`config.mk`:
```
export PLATFORM = sky130hd
export DESIGN_NAME = vslot_write_fifo
export DESIGN_NICKNAME = d
export VERILOG_FILES = /design/src/rtl/vslot_pkg.sv /design/src/rtl/vslot_line_timer.sv /design/src/rtl/vslot_cost_gate.sv /design/src/rtl/vslot_entry_queue.sv /design/src/rtl/vslot_write_fifo.sv
export SDC_FILE = /design/constraint.sdc
export NUM_CORES = 1
export LEC_CHECK = 0
export BUFFER_PORTS_ARGS = -buffer_cell sky130_fd_sc_hd__buf_2
export CAP_MARGIN = 25
export CORE_MARGIN = 1.5
export CORE_UTILIZATION = 55
export DETAILED_ROUTE_END_ITERATION = 7
export GPL_ROUTABILITY_DRIVEN = 0
export HOLD_SLACK_MARGIN = 0.03
export PLACE_DENSITY = 0.87
export SLEW_MARGIN = 20
export SYNTH_ARGS = -nofsm -noshare
export SYNTH_HDL_FRONTEND = slang
export SYNTH_SLANG_ARGS = --single-unit
```
`constraint.sdc`:
```
create_clock -name clk -period 4.6 [get_ports clk]
set_clock_uncertainty 0.15 [all_clocks]
set_input_delay 0.46 -clock clk [delete_from_list [all_inputs] [get_ports clk]]
set_output_delay 0.46 -clock clk [all_outputs]
set_load 0.03 [all_outputs]
```
`src/rtl/vslot_pkg.sv`:
```
package vslot_pkg;

   localparam int unsigned NARROW_SLOTS = 16;
   localparam int unsigned WIDE_SLOTS   = 18;

   typedef enum logic {
      HMODE_NARROW = 1'b0,
      HMODE_WIDE   = 1'b1
   } hmode_e;

   // slot positions (master cycles from line start), narrow mode
   function automatic int unsigned narrow_slot_pos(input int unsigned idx);
      case (idx)
         0:  return 230;
         1:  return 510;
         2:  return 810;
         3:  return 970;
         4:  return 1130;
         5:  return 1450;
         6:  return 1610;
         7:  return 1770;
         8:  return 2090;
         9:  return 2250;
         10: return 2410;
         11: return 2730;
         12: return 2890;
         13: return 3050;
         14: return 3350;
         15: return 3370;
         default: return 0;
      endcase
   endfunction

   // slot positions, wide mode
   function automatic int unsigned wide_slot_pos(input int unsigned idx);
      case (idx)
         0:  return 352;
         1:  return 820;
         2:  return 948;
         3:  return 1076;
         4:  return 1332;
         5:  return 1460;
         6:  return 1588;
         7:  return 1844;
         8:  return 1972;
         9:  return 2100;
         10: return 2356;
         11: return 2484;
         12: return 2612;
         13: return 2868;
         14: return 2996;
         15: return 3124;
         16: return 3364;
         17: return 3380;
         default: return 0;
      endcase
   endfunction

endpackage

```
`src/rtl/vslot_line_timer.sv`:
```
module vslot_line_timer #(
   parameter int unsigned LINE_CYCLES = 3420
) (
   input  logic              clk,
   input  logic              rst_n,
   input  logic              frame_start,
   input  vslot_pkg::hmode_e hmode,
   output logic              slot_hit
);
   import vslot_pkg::*;

   localparam int unsigned POS_W = $clog2(LINE_CYCLES);
   localparam logic [POS_W-1:0] LAST_POS = POS_W'(LINE_CYCLES - 1);

   if (LINE_CYCLES < 2) begin : g_bad_line
      $error("vslot_line_timer: LINE_CYCLES must be at least 2");
   end

   logic [POS_W-1:0]        line_pos;
   logic [NARROW_SLOTS-1:0] n_hit;
   logic [WIDE_SLOTS-1:0]   w_hit;

   always_ff @(posedge clk or negedge rst_n) begin
      if (!rst_n)
         line_pos <= '0;
      else if (frame_start || line_pos == LAST_POS)
         line_pos <= '0;
      else
         line_pos <= line_pos + POS_W'(1);
   end

   for (genvar gi = 0; gi < NARROW_SLOTS; gi++) begin : g_narrow
      if (narrow_slot_pos(gi) >= LINE_CYCLES) begin : g_chk
         $error("vslot_line_timer: narrow slot beyond line end");
      end
      assign n_hit[gi] = (line_pos == POS_W'(narrow_slot_pos(gi)));
   end

   for (genvar gi = 0; gi < WIDE_SLOTS; gi++) begin : g_wide
      if (wide_slot_pos(gi) >= LINE_CYCLES) begin : g_chk
         $error("vslot_line_timer: wide slot beyond line end");
      end
      assign w_hit[gi] = (line_pos == POS_W'(wide_slot_pos(gi)));
   end

   always_comb begin
      if (hmode == HMODE_WIDE)
         slot_hit = |w_hit;
      else
         slot_hit = |n_hit;
   end

   a_r2_line_wrap: assert property (@(posedge clk) disable iff (!rst_n)
      (line_pos == LAST_POS) |=> (line_pos == '0));
   a_r2_line_step: assert property (@(posedge clk) disable iff (!rst_n)
      (!frame_start && line_pos != LAST_POS) |=> (line_pos == $past(line_pos) + POS_W'(1)));
   a_r10_frame_restart: assert property (@(posedge clk) disable iff (!rst_n)
      frame_start |=> (line_pos == '0));
   a_r2_narrow_unique: assert property (@(posedge clk) disable iff (!rst_n)
      $onehot0(n_hit));
   a_r3_wide_unique: assert property (@(posedge clk) disable iff (!rst_n)
      $onehot0(w_hit));

endmodule

```
`src/rtl/vslot_cost_gate.sv`:
```
module vslot_cost_gate (
   input  logic clk,
   input  logic rst_n,
   input  logic flush,
   input  logic slot_hit,
   input  logic have_entry,
   input  logic head_two_slot,
   output logic retire
);
   logic half_done;

   assign retire = !flush && slot_hit && have_entry && (!head_two_slot || half_done);

   always_ff @(posedge clk or negedge rst_n) begin
      if (!rst_n)
         half_done <= 1'b0;
      else if (flush || retire)
         half_done <= 1'b0;
      else if (slot_hit && have_entry && head_two_slot)
         half_done <= 1'b1;
   end

   a_r5_half_kept: assert property (@(posedge clk) disable iff (!rst_n)
      (half_done && !slot_hit && !flush) |=> half_done);
   a_r5_half_owner: assert property (@(posedge clk) disable iff (!rst_n)
      half_done |-> (have_entry && head_two_slot));
   a_r4_first_half_holds: assert property (@(posedge clk) disable iff (!rst_n)
      (!half_done && head_two_slot) |-> !retire);
   a_r7_no_empty_retire: assert property (@(posedge clk) disable iff (!rst_n)
      retire |-> have_entry);

endmodule

```
`src/rtl/vslot_entry_queue.sv`:
```
module vslot_entry_queue #(
   parameter int unsigned DEPTH = 4,
   parameter int unsigned WIDTH = 21
) (
   input  logic             clk,
   input  logic             rst_n,
   input  logic             flush,
   input  logic             push,
   input  logic [WIDTH-1:0] wr_entry,
   input  logic             pop,
   output logic [WIDTH-1:0] head_entry,
   output logic             is_full,
   output logic             is_empty
);
   localparam int unsigned CNT_W = $clog2(DEPTH + 1);
   localparam int unsigned PTR_W = (DEPTH > 1) ? $clog2(DEPTH) : 1;
   localparam logic [PTR_W-1:0] PTR_LAST = PTR_W'(DEPTH - 1);

   if (DEPTH < 2) begin : g_bad_depth
      $error("vslot_entry_queue: DEPTH must be at least 2");
   end
   if (WIDTH < 1) begin : g_bad_width
      $error("vslot_entry_queue: WIDTH must be positive");
   end

   logic [WIDTH-1:0] store [DEPTH];
   logic [PTR_W-1:0] wr_ptr, rd_ptr;
   logic [CNT_W-1:0] count, count_n;

   function automatic logic [PTR_W-1:0] ptr_next(input logic [PTR_W-1:0] p);
      return (p == PTR_LAST) ? '0 : p + PTR_W'(1);
   endfunction

   always_comb begin
      count_n = count;
      if (flush) begin
         count_n = '0;
      end else begin
         if (push) count_n = count_n + CNT_W'(1);
         if (pop)  count_n = count_n - CNT_W'(1);
      end
   end

   always_ff @(posedge clk or negedge rst_n) begin
      if (!rst_n) begin
         wr_ptr   <= '0;
         rd_ptr   <= '0;
         count    <= '0;
         is_full  <= 1'b0;
         is_empty <= 1'b1;
      end else begin
         if (flush) begin
            wr_ptr <= '0;
            rd_ptr <= '0;
         end else begin
            if (push) wr_ptr <= ptr_next(wr_ptr);
            if (pop)  rd_ptr <= ptr_next(rd_ptr);
         end
         count    <= count_n;
         is_full  <= (count_n == CNT_W'(DEPTH));
         is_empty <= (count_n == '0);
      end
   end

   always_ff @(posedge clk) begin
      if (push && !flush)
         store[wr_ptr] <= wr_entry;
   end

   assign head_entry = store[rd_ptr];

   a_r6_no_overflow: assert property (@(posedge clk) disable iff (!rst_n)
      (push && is_full && !flush) |-> pop);
   a_r7_no_underflow: assert property (@(posedge clk) disable iff (!rst_n)
      pop |-> !is_empty);
   a_r9_net_zero: assert property (@(posedge clk) disable iff (!rst_n)
      (!flush && push && pop) |=> (count == $past(count)));
   a_r6_full_tracks: assert property (@(posedge clk) disable iff (!rst_n)
      is_full == (count == CNT_W'(DEPTH)));
   a_r7_empty_tracks: assert property (@(posedge clk) disable iff (!rst_n)
      is_empty == (count == '0));

endmodule

```
`src/rtl/vslot_write_fifo.sv`:
```
module vslot_write_fifo #(
   parameter int unsigned DATA_W        = 16,
   parameter int unsigned CODE_W        = 4,
   parameter int unsigned DEPTH         = 4,
   parameter int unsigned LINE_CYCLES   = 3420,
   parameter int unsigned BYTE_CODE_MAX = 2
) (
   input  logic              clk,
   input  logic              rst_n,
   input  logic              frame_start,
   input  logic              wide_mode,
   input  logic              wr_valid,
   input  logic [CODE_W-1:0] wr_code,
   input  logic [DATA_W-1:0] wr_data,
   output logic              wr_stall,
   output logic              rd_valid,
   output logic [CODE_W-1:0] rd_code,
   output logic [DATA_W-1:0] rd_data,
   output logic              fifo_full,
   output logic              fifo_empty
);
   localparam int unsigned ENTRY_W = 1 + CODE_W + DATA_W;

   if (BYTE_CODE_MAX > 15) begin : g_bad_code_max
      $error("vslot_write_fifo: BYTE_CODE_MAX must fit a nibble");
   end

   logic               slot_hit, retire, accept, two_slot_in;
   logic [ENTRY_W-1:0] head_entry;

   // the two-slot class is decided by the low nibble of the code
   if (CODE_W > 4) begin : g_long_code
      assign two_slot_in = (wr_code[3:0] <= 4'(BYTE_CODE_MAX));
   end else begin : g_short_code
      assign two_slot_in = (wr_code <= CODE_W'(BYTE_CODE_MAX));
   end

   vslot_line_timer #(.LINE_CYCLES(LINE_CYCLES)) u_timer (
      .clk         (clk),
      .rst_n       (rst_n),
      .frame_start (frame_start),
      .hmode       (vslot_pkg::hmode_e'(wide_mode)),
      .slot_hit    (slot_hit)
   );

   vslot_cost_gate u_cost (
      .clk           (clk),
      .rst_n         (rst_n),
      .flush         (frame_start),
      .slot_hit      (slot_hit),
      .have_entry    (!fifo_empty),
      .head_two_slot (head_entry[ENTRY_W-1]),
      .retire        (retire)
   );

   assign accept   = wr_valid && !frame_start && (!fifo_full || retire);
   assign wr_stall = wr_valid && !frame_start && fifo_full && !retire;

   vslot_entry_queue #(.DEPTH(DEPTH), .WIDTH(ENTRY_W)) u_queue (
      .clk        (clk),
      .rst_n      (rst_n),
      .flush      (frame_start),
      .push       (accept),
      .wr_entry   ({two_slot_in, wr_code, wr_data}),
      .pop        (retire),
      .head_entry (head_entry),
      .is_full    (fifo_full),
      .is_empty   (fifo_empty)
   );

   assign rd_valid = retire;
   assign rd_code  = head_entry[DATA_W +: CODE_W];
   assign rd_data  = head_entry[DATA_W-1:0];

   a_r8_stall_only_full: assert property (@(posedge clk) disable iff (!rst_n)
      wr_stall |-> (fifo_full && !rd_valid));
   a_r8_stall_to_accept: assert property (@(posedge clk) disable iff (!rst_n)
      (wr_valid && fifo_full && rd_valid && !frame_start) |=> fifo_full);
   a_r7_retire_frees: assert property (@(posedge clk) disable iff (!rst_n)
      (rd_valid && !wr_valid) |=> !fifo_full);
   a_r10_flush_empty: assert property (@(posedge clk) disable iff (!rst_n)
      frame_start |=> (fifo_empty && !fifo_full));

endmodule

```
==> Word level (Yosys, flattened, before mapping) <==
Memories as Yosys holds them, arrays and structs flattened.
Index checks and enable logic that the tools add are counted.
{ "totals": {"ff_bits": 22, "ramBits": 84, "input_bits": 25, "output_inout_bits": 24, "mem_count": 1} }
{ "memory_table": {"columns": ["memory", "words", "width", "rd", "rd_clocked_by_memory_dff", "write_ports", "line_no", "source"], "rows": [
  ["u_queue.store", 4, 21, 1, 0, 1, "vslot_entry_queue.sv:26", "logic [WIDTH-1:0] store [DEPTH];"]
]} }
{ "classes": {"n_addsub": 5, "n_lt_le_gt_ge": 1, "n_eq_ne": 38, "n_mux": 16, "n_reduce_logical": 25} }
{ "op_table": {"columns": ["operator", "count"], "rows": [
  ["$eq 12x12->1 const B", 18],
  ["$eq 12x11->1 const B", 10],
  ["$eq 12x10->1 const B", 4],
  ["$eq 12x9->1 const B", 2],
  ["$reduce_or 18->1", 1],
  ["$reduce_or 16->1", 1],
  ["$add 12x1->12 const B", 1],
  ["$eq 12x8->1 const B", 1],
  ["$mux 12", 1],
  ["$mux 2", 6],
  ["$mux 3", 4],
  ["$logic_and 1x1->1", 10],
  ["$reduce_bool 2->1", 3],
  ["$logic_not 1->1", 5],
  ["$mux 1", 5],
  ["$add 2x1->2 const B", 2],
  ["$eq 2x2->1 const B", 2],
  ["$le 4x2->1 const B", 1],
  ["$logic_or 1x1->1", 4],
  ["$add 3x1->3 const B", 1],
  ["$eq 3x3->1 const B", 1],
  ["$logic_not 3->1", 1],
  ["$sub 3x1->3 const B", 1]
]} }

==> Depth between registers and ports, before layout <==
{ "logic_depth": {"depth_word": 14, "mapped_depth": 16, "ltp_nobuf": 15} }

==> Hierarchy <==
From an unflattened synthesis, not the netlist that was laid out.
{ "hier_totals": {"cells_unflattened": 282, "hier_area_um2": 4669.5} }
{ "modules_own_cells": {"columns": ["mod", "instances", "cells_each", "area_per_inst_um2"], "rows": [
  ["vslot_entry_queue", 1, 159, 3569.7],
  ["vslot_line_timer", 1, 111, 985.9],
  ["vslot_cost_gate", 1, 7, 67.6],
  ["vslot_write_fifo", 1, 5, 46.3]
]} }

==> Worst setup path before layout <==
No wires, ideal clock.
{ "synth_path": {"path_kind": "reg-to-reg", "from": "register u_timer.line_pos[0]", "to": "register u_queue.is_full", "setup_time_ns": 0.135, "arrival_time_ns": 3.397, "required_ns": 4.315, "setup_slack_ns": 0.918, "path_stages_with_launch": 17, "cell_sequence": "dfrtp_1 > inv_1 > ha_1 > and4bb_1 > a41oi_1 > o31ai_1 > or4_4 > nand2_2 > buf_2 > a21oi_2 > xnor2_1 > ha_1 > or2_2 > a2111oi_0 > a21oi_1 > xnor2_1 > nor3b_2"} }
{ "synth_via": {"elab_chain_len": 14} }
{ "synth_rtl": {"columns": ["item", "line_no", "source"], "rows": [
  ["start, declared", "vslot_line_timer.sv:19", "logic [POS_W-1:0] line_pos;"],
  ["start signal, assigned", "vslot_line_timer.sv:29", "line_pos <= line_pos + POS_W'(1);"],
  ["$eq 12x9->1, or another cell as far along", "vslot_line_timer.sv:43", "assign w_hit[gi] = (line_pos == POS_W'(wide_slot_pos(gi)));"],
  ["$reduce_or 18->1 / $reduce_or 16->1 (equally long branches)", "vslot_line_timer.sv:48, vslot_line_timer.sv:50", null],
  ["$mux 1 (*)", "vslot_line_timer.sv:47", "if (hmode == HMODE_WIDE)"],
  ["$logic_and 1x1->1 (*) (3 in series)", "vslot_cost_gate.sv:12", "assign retire = !flush && slot_hit && have_entry && (!head_two_slot || half_done);"],
  ["$logic_or 1x1->1", "vslot_write_fifo.sv:56", "assign accept = wr_valid && !frame_start && (!fifo_full || retire);"],
  ["$logic_and 1x1->1", "vslot_write_fifo.sv:56", null],
  ["$mux 3", "vslot_entry_queue.sv:39", "if (push) count_n = count_n + CNT_W'(1);"],
  ["$mux 3", "vslot_entry_queue.sv:36", "if (flush) begin"],
  ["$sub 3x1->3", "vslot_entry_queue.sv:40", "if (pop) count_n = count_n - CNT_W'(1);"],
  ["$mux 3 (*)", "vslot_entry_queue.sv:40", null],
  ["$mux 3 (*)", "vslot_entry_queue.sv:36", null],
  ["$eq 3x3->1 (*)", "vslot_entry_queue.sv:60", "is_full <= (count_n == CNT_W'(DEPTH));"],
  ["end signal, assigned", "vslot_entry_queue.sv:60", null],
  ["end, declared", "vslot_entry_queue.sv:12", "output logic is_full,"]
]} }
Mark *: on every way between the ends. The rest lies on a longest branch, timed or not. The select of a mux whose other input is x is not followed.
A chain may end at the register's enable or synchronous reset.

==> Worst setup path after layout <==
Same ends and word-level chain as after synthesis.

==> impl_metrics.env <==
export IMPL_worstReg2RegStart="u_timer.line_pos[0]"
export IMPL_synth_top_area_share_pct=52.3
export IMPL_io_buffers=48
export IMPL_synth_avg_cell_area_um2=15.1
export IMPL_regToRegSetupSlack_ns=0.67
export IMPL_yosysTopAreaCell="edfxtp_1"
export IMPL_place_area_mm2=0.00514
export IMPL_start_util_pct=57.8
export IMPL_via_per_inst=5.89
export IMPL_cts_tree="yes"
export IMPL_combPwrFrac_pct=12.2
export IMPL_synthArstFlopShare_pct=20.8
export IMPL_track_usage_pct=19.3
export IMPL_drive_gt1_share_pct=28.0
export IMPL_crit_start="u_timer.line_pos[0]"
export IMPL_syn_nets=354
export IMPL_core_mm2=0.00834
export IMPL_yosysUniqueCellTypes=56
export IMPL_netlist_instances=319
export IMPL_grt_pass1_vias=2808
export IMPL_critPathCaptureType="register"
export IMPL_ir_drop_uv=161
export IMPL_power_per_cell_area_mw_per_mm2=347
export IMPL_slew_viol_final=0
export IMPL_swShare_pct=25.9
export IMPL_p_clk_share_pct=28.2
export IMPL_htreeDepth=3
export IMPL_rsz0062_at_grt="no"
export IMPL_path_clk_slew_ns=0.10
export IMPL_root_buffer="clkbuf_8"
export IMPL_num_rows=33
export IMPL_die_h_um=96.6
export IMPL_grt_pass1_wl_um=14200
export IMPL_critical_path_max_stage_delay_ns=0.53
export IMPL_rr_endpoint="u_queue.is_full"
export IMPL_setup_worst_path_class="register to register"
export IMPL_antenna_cells=0
export IMPL_cts_resized=0
export IMPL_cp_required_ns=4.75
export IMPL_status="finished clean"
export IMPL_maxCapViolCount=0
export IMPL_crit_chain="inv_1 > ha_1 > and4bb_1 > a41oi_1 > o31ai_1 > or4_4 > nand2_2 > a21oi_2 > xnor2_1 > ha_1 > or2_2 > a2111oi_0 > a21oi_1 > xnor2_1 > nor3b_2"
export IMPL_ant_nets=0
export IMPL_dieArea_mm2=0.00934
export IMPL_dpl_hpwl_um=5730
export IMPL_ios=49
export IMPL_drtIter0Drc=137
export IMPL_clock_path_buffers=2
export IMPL_slowest_stage="or4_4"
export IMPL_first_pass_iters=4
export IMPL_post_route_drc_count=0
export IMPL_hold_viol=0
export IMPL_critPathLaunchType="register"
export IMPL_cp_arrival_ns=4.08
export IMPL_postLayoutCoreUtil_pct=63.9
export IMPL_setup_viol_count_final=0
export IMPL_tightest_slew_ns=0.664
export IMPL_finalInstanceArea_mm2=0.00533
export IMPL_crit_fanout=12
export IMPL_nets=402
export IMPL_grt_max_degree=24
export IMPL_synth_edf_count=84
export IMPL_area_delta_synth_final_pct=10.5
export IMPL_wl_per_cell_um=17.7
export IMPL_via_count=2811
export IMPL_cts_sinks=106
export IMPL_fin_setup_tns_ns=0
export IMPL_antenna_found_initial=0
export IMPL_grt_ovfl_total=0
export IMPL_p_int_mw=1.37
export IMPL_leakage_nw=1.90
export IMPL_clk_latency_ns=0.37
export IMPL_ys_ff_latch=106
export IMPL_seq_power_share_pct=59.6
export IMPL_hold_depth=1
export IMPL_hp_class="input port to register"
export IMPL_postCtsSetupBuffers=0
export IMPL_reg2regPathDepth=15
export IMPL_die_w_um=96.6
export IMPL_switchingPower_mw=0.479
export IMPL_numCtsBuffers=9
export IMPL_crit_path_end="u_queue.is_full"
export IMPL_synth_warnings=0
export IMPL_routed_wl_um=8460
export IMPL_synth_area_leaders="edfxtp_1, dfrtp_1, mux4_2"
export IMPL_synth_seq_area_share_pct=63.7
export IMPL_finalCriticalPeriod_ns=3.93
export IMPL_final_period_utilization_pct=85.4
export IMPL_slew_headroom_pct=55.4
export IMPL_synth_area_mm2=0.00482
export IMPL_clock_fmax_ghz=0.254
export IMPL_hold_buffers=1
export IMPL_ys_flop_type="edfxtp_1"
## layer usage
| metal | track usage, % | share of wire, % |
|---|---|---|
| met3 | 3.32 | 4.9 |
| met4 | 8.47 | 2.1 |
| met5 | 0 | 0 |
| met1 | 24.4 | 42 |
| met2 | 32.9 | 51 |
## logic make-up (layout without fill, tap and decap cells)
family | after synthesis | in the layout | share of synthesized area, %
AOI/OAI and AO/OA | 34 | 34 | 5.14
adders and majority gates | 10 | 10 | 2.59
and+or+nand+nor | 102 | 102 | 12.3
DFF | 106 | 106 | 63.7
muxes | 26 | 26 | 10.8
buffers and inverters | 27 | 80 | 2.83
xor gates and xnor gates | 14 | 14 | 2.54
## sequential cells by signal (all words and copies together) (netlist names)
name              cells
u_queue.store        84
u_timer.line_pos     12
u_queue.count         3
u_queue.rd_ptr        2
u_queue.wr_ptr        2
u_cost.half_done      1
u_queue.is_empty      1
u_queue.is_full       1
## layout make-up
cell class	count	area (um^2)
Fill cell	576	3010
Inverter	8	30.0
Clock buffer	10	128
Tap cell	105	131
Timing Repair Buffer	56	303
Clock inverter	6	48.8
Multi-Input combinational cell	186	1610
Sequential cell	106	3070
## worst max-delay path: cells and delay by family, from the launching register on
family	cells	cell delay, ns
simple gates	5	1.48
fa+ha+maj	2	0.44
flops	1	0.42
compound gates	5	0.93
xor+xnor	2	0.39
buf+inv	1	0.08
## synthesized netlist by cell type, drive strengths merged (4+ instances only)
library cell  count
edfxtp           84
nor2             25
dfrtp            21
mux4             21
nand2            20
buf              14
a21oi            10
ha               10
xnor2             9
inv               8
nand3             8
and2              6
o21ai             6
clkbuf            5
mux2i             5
nor3b             5
o31ai             5
xor2              5
and4bb            4
nand4b            4
nor2b             4
or3               4
## power by group through the flow
stage / Combinational [mW] / Sequential, mW / Clock, mW
after floorplan: 0.155 / 1.12 / 0
after detailed placement: 0.227 / 1.12 / 0
after global placement: 0.219 / 1.12 / 0
after CTS: 0.228 / 1.10 / 0.533
final: 0.225 / 1.10 / 0.522
after global routing: 0.246 / 1.10 / 0.571
## cells in the final DEF (no fill, tap or decap), types with 6 or more instances in the layout
cell and instances:
a21oi_1 9, inv_1 8, nor2_1 25, xnor2_1 9, edfxtp_1 84, nand3_1 8, and2_1 6, buf_4 7
mux4_2 21, ha_1 10, o21ai_0 6, buf_2 48, nand2_1 19, clkbuf_8 9, dfrtp_1 21
## metrics by stage
stage / worst slack, ns / hold WS (ns) / power (mW) / instances
final: 0.671 / 0.154 / 1.85 / 477
after global routing: 0.269 / 0.142 / 1.92 / 477
after CTS: 0.640 / 0.142 / 1.86 / 477
after detailed placement: 0.650 / 0.314 / 1.35 / 460
after global placement: 0.787 / 0.305 / 1.34 / 460
after floorplan: 0.918 / 0.0144 / 1.27 / 319
## how the worst min path moves through the flow
stage           startpoint              endpoint  slack (ns)
2_1_floorplan        rst_n      u_cost.half_done        0.01
3_3_place_gp         rst_n   u_timer.line_pos[1]        0.31
3_5_place_dp         rst_n   u_timer.line_pos[1]        0.31
4_1_cts        wr_data[14]  u_queue.store[2][14]        0.14
5_1_grt         wr_data[9]   u_queue.store[2][9]        0.14
6_report       wr_data[14]  u_queue.store[2][14]        0.15
No activity file was read; power rests on OpenSTA's default activity.
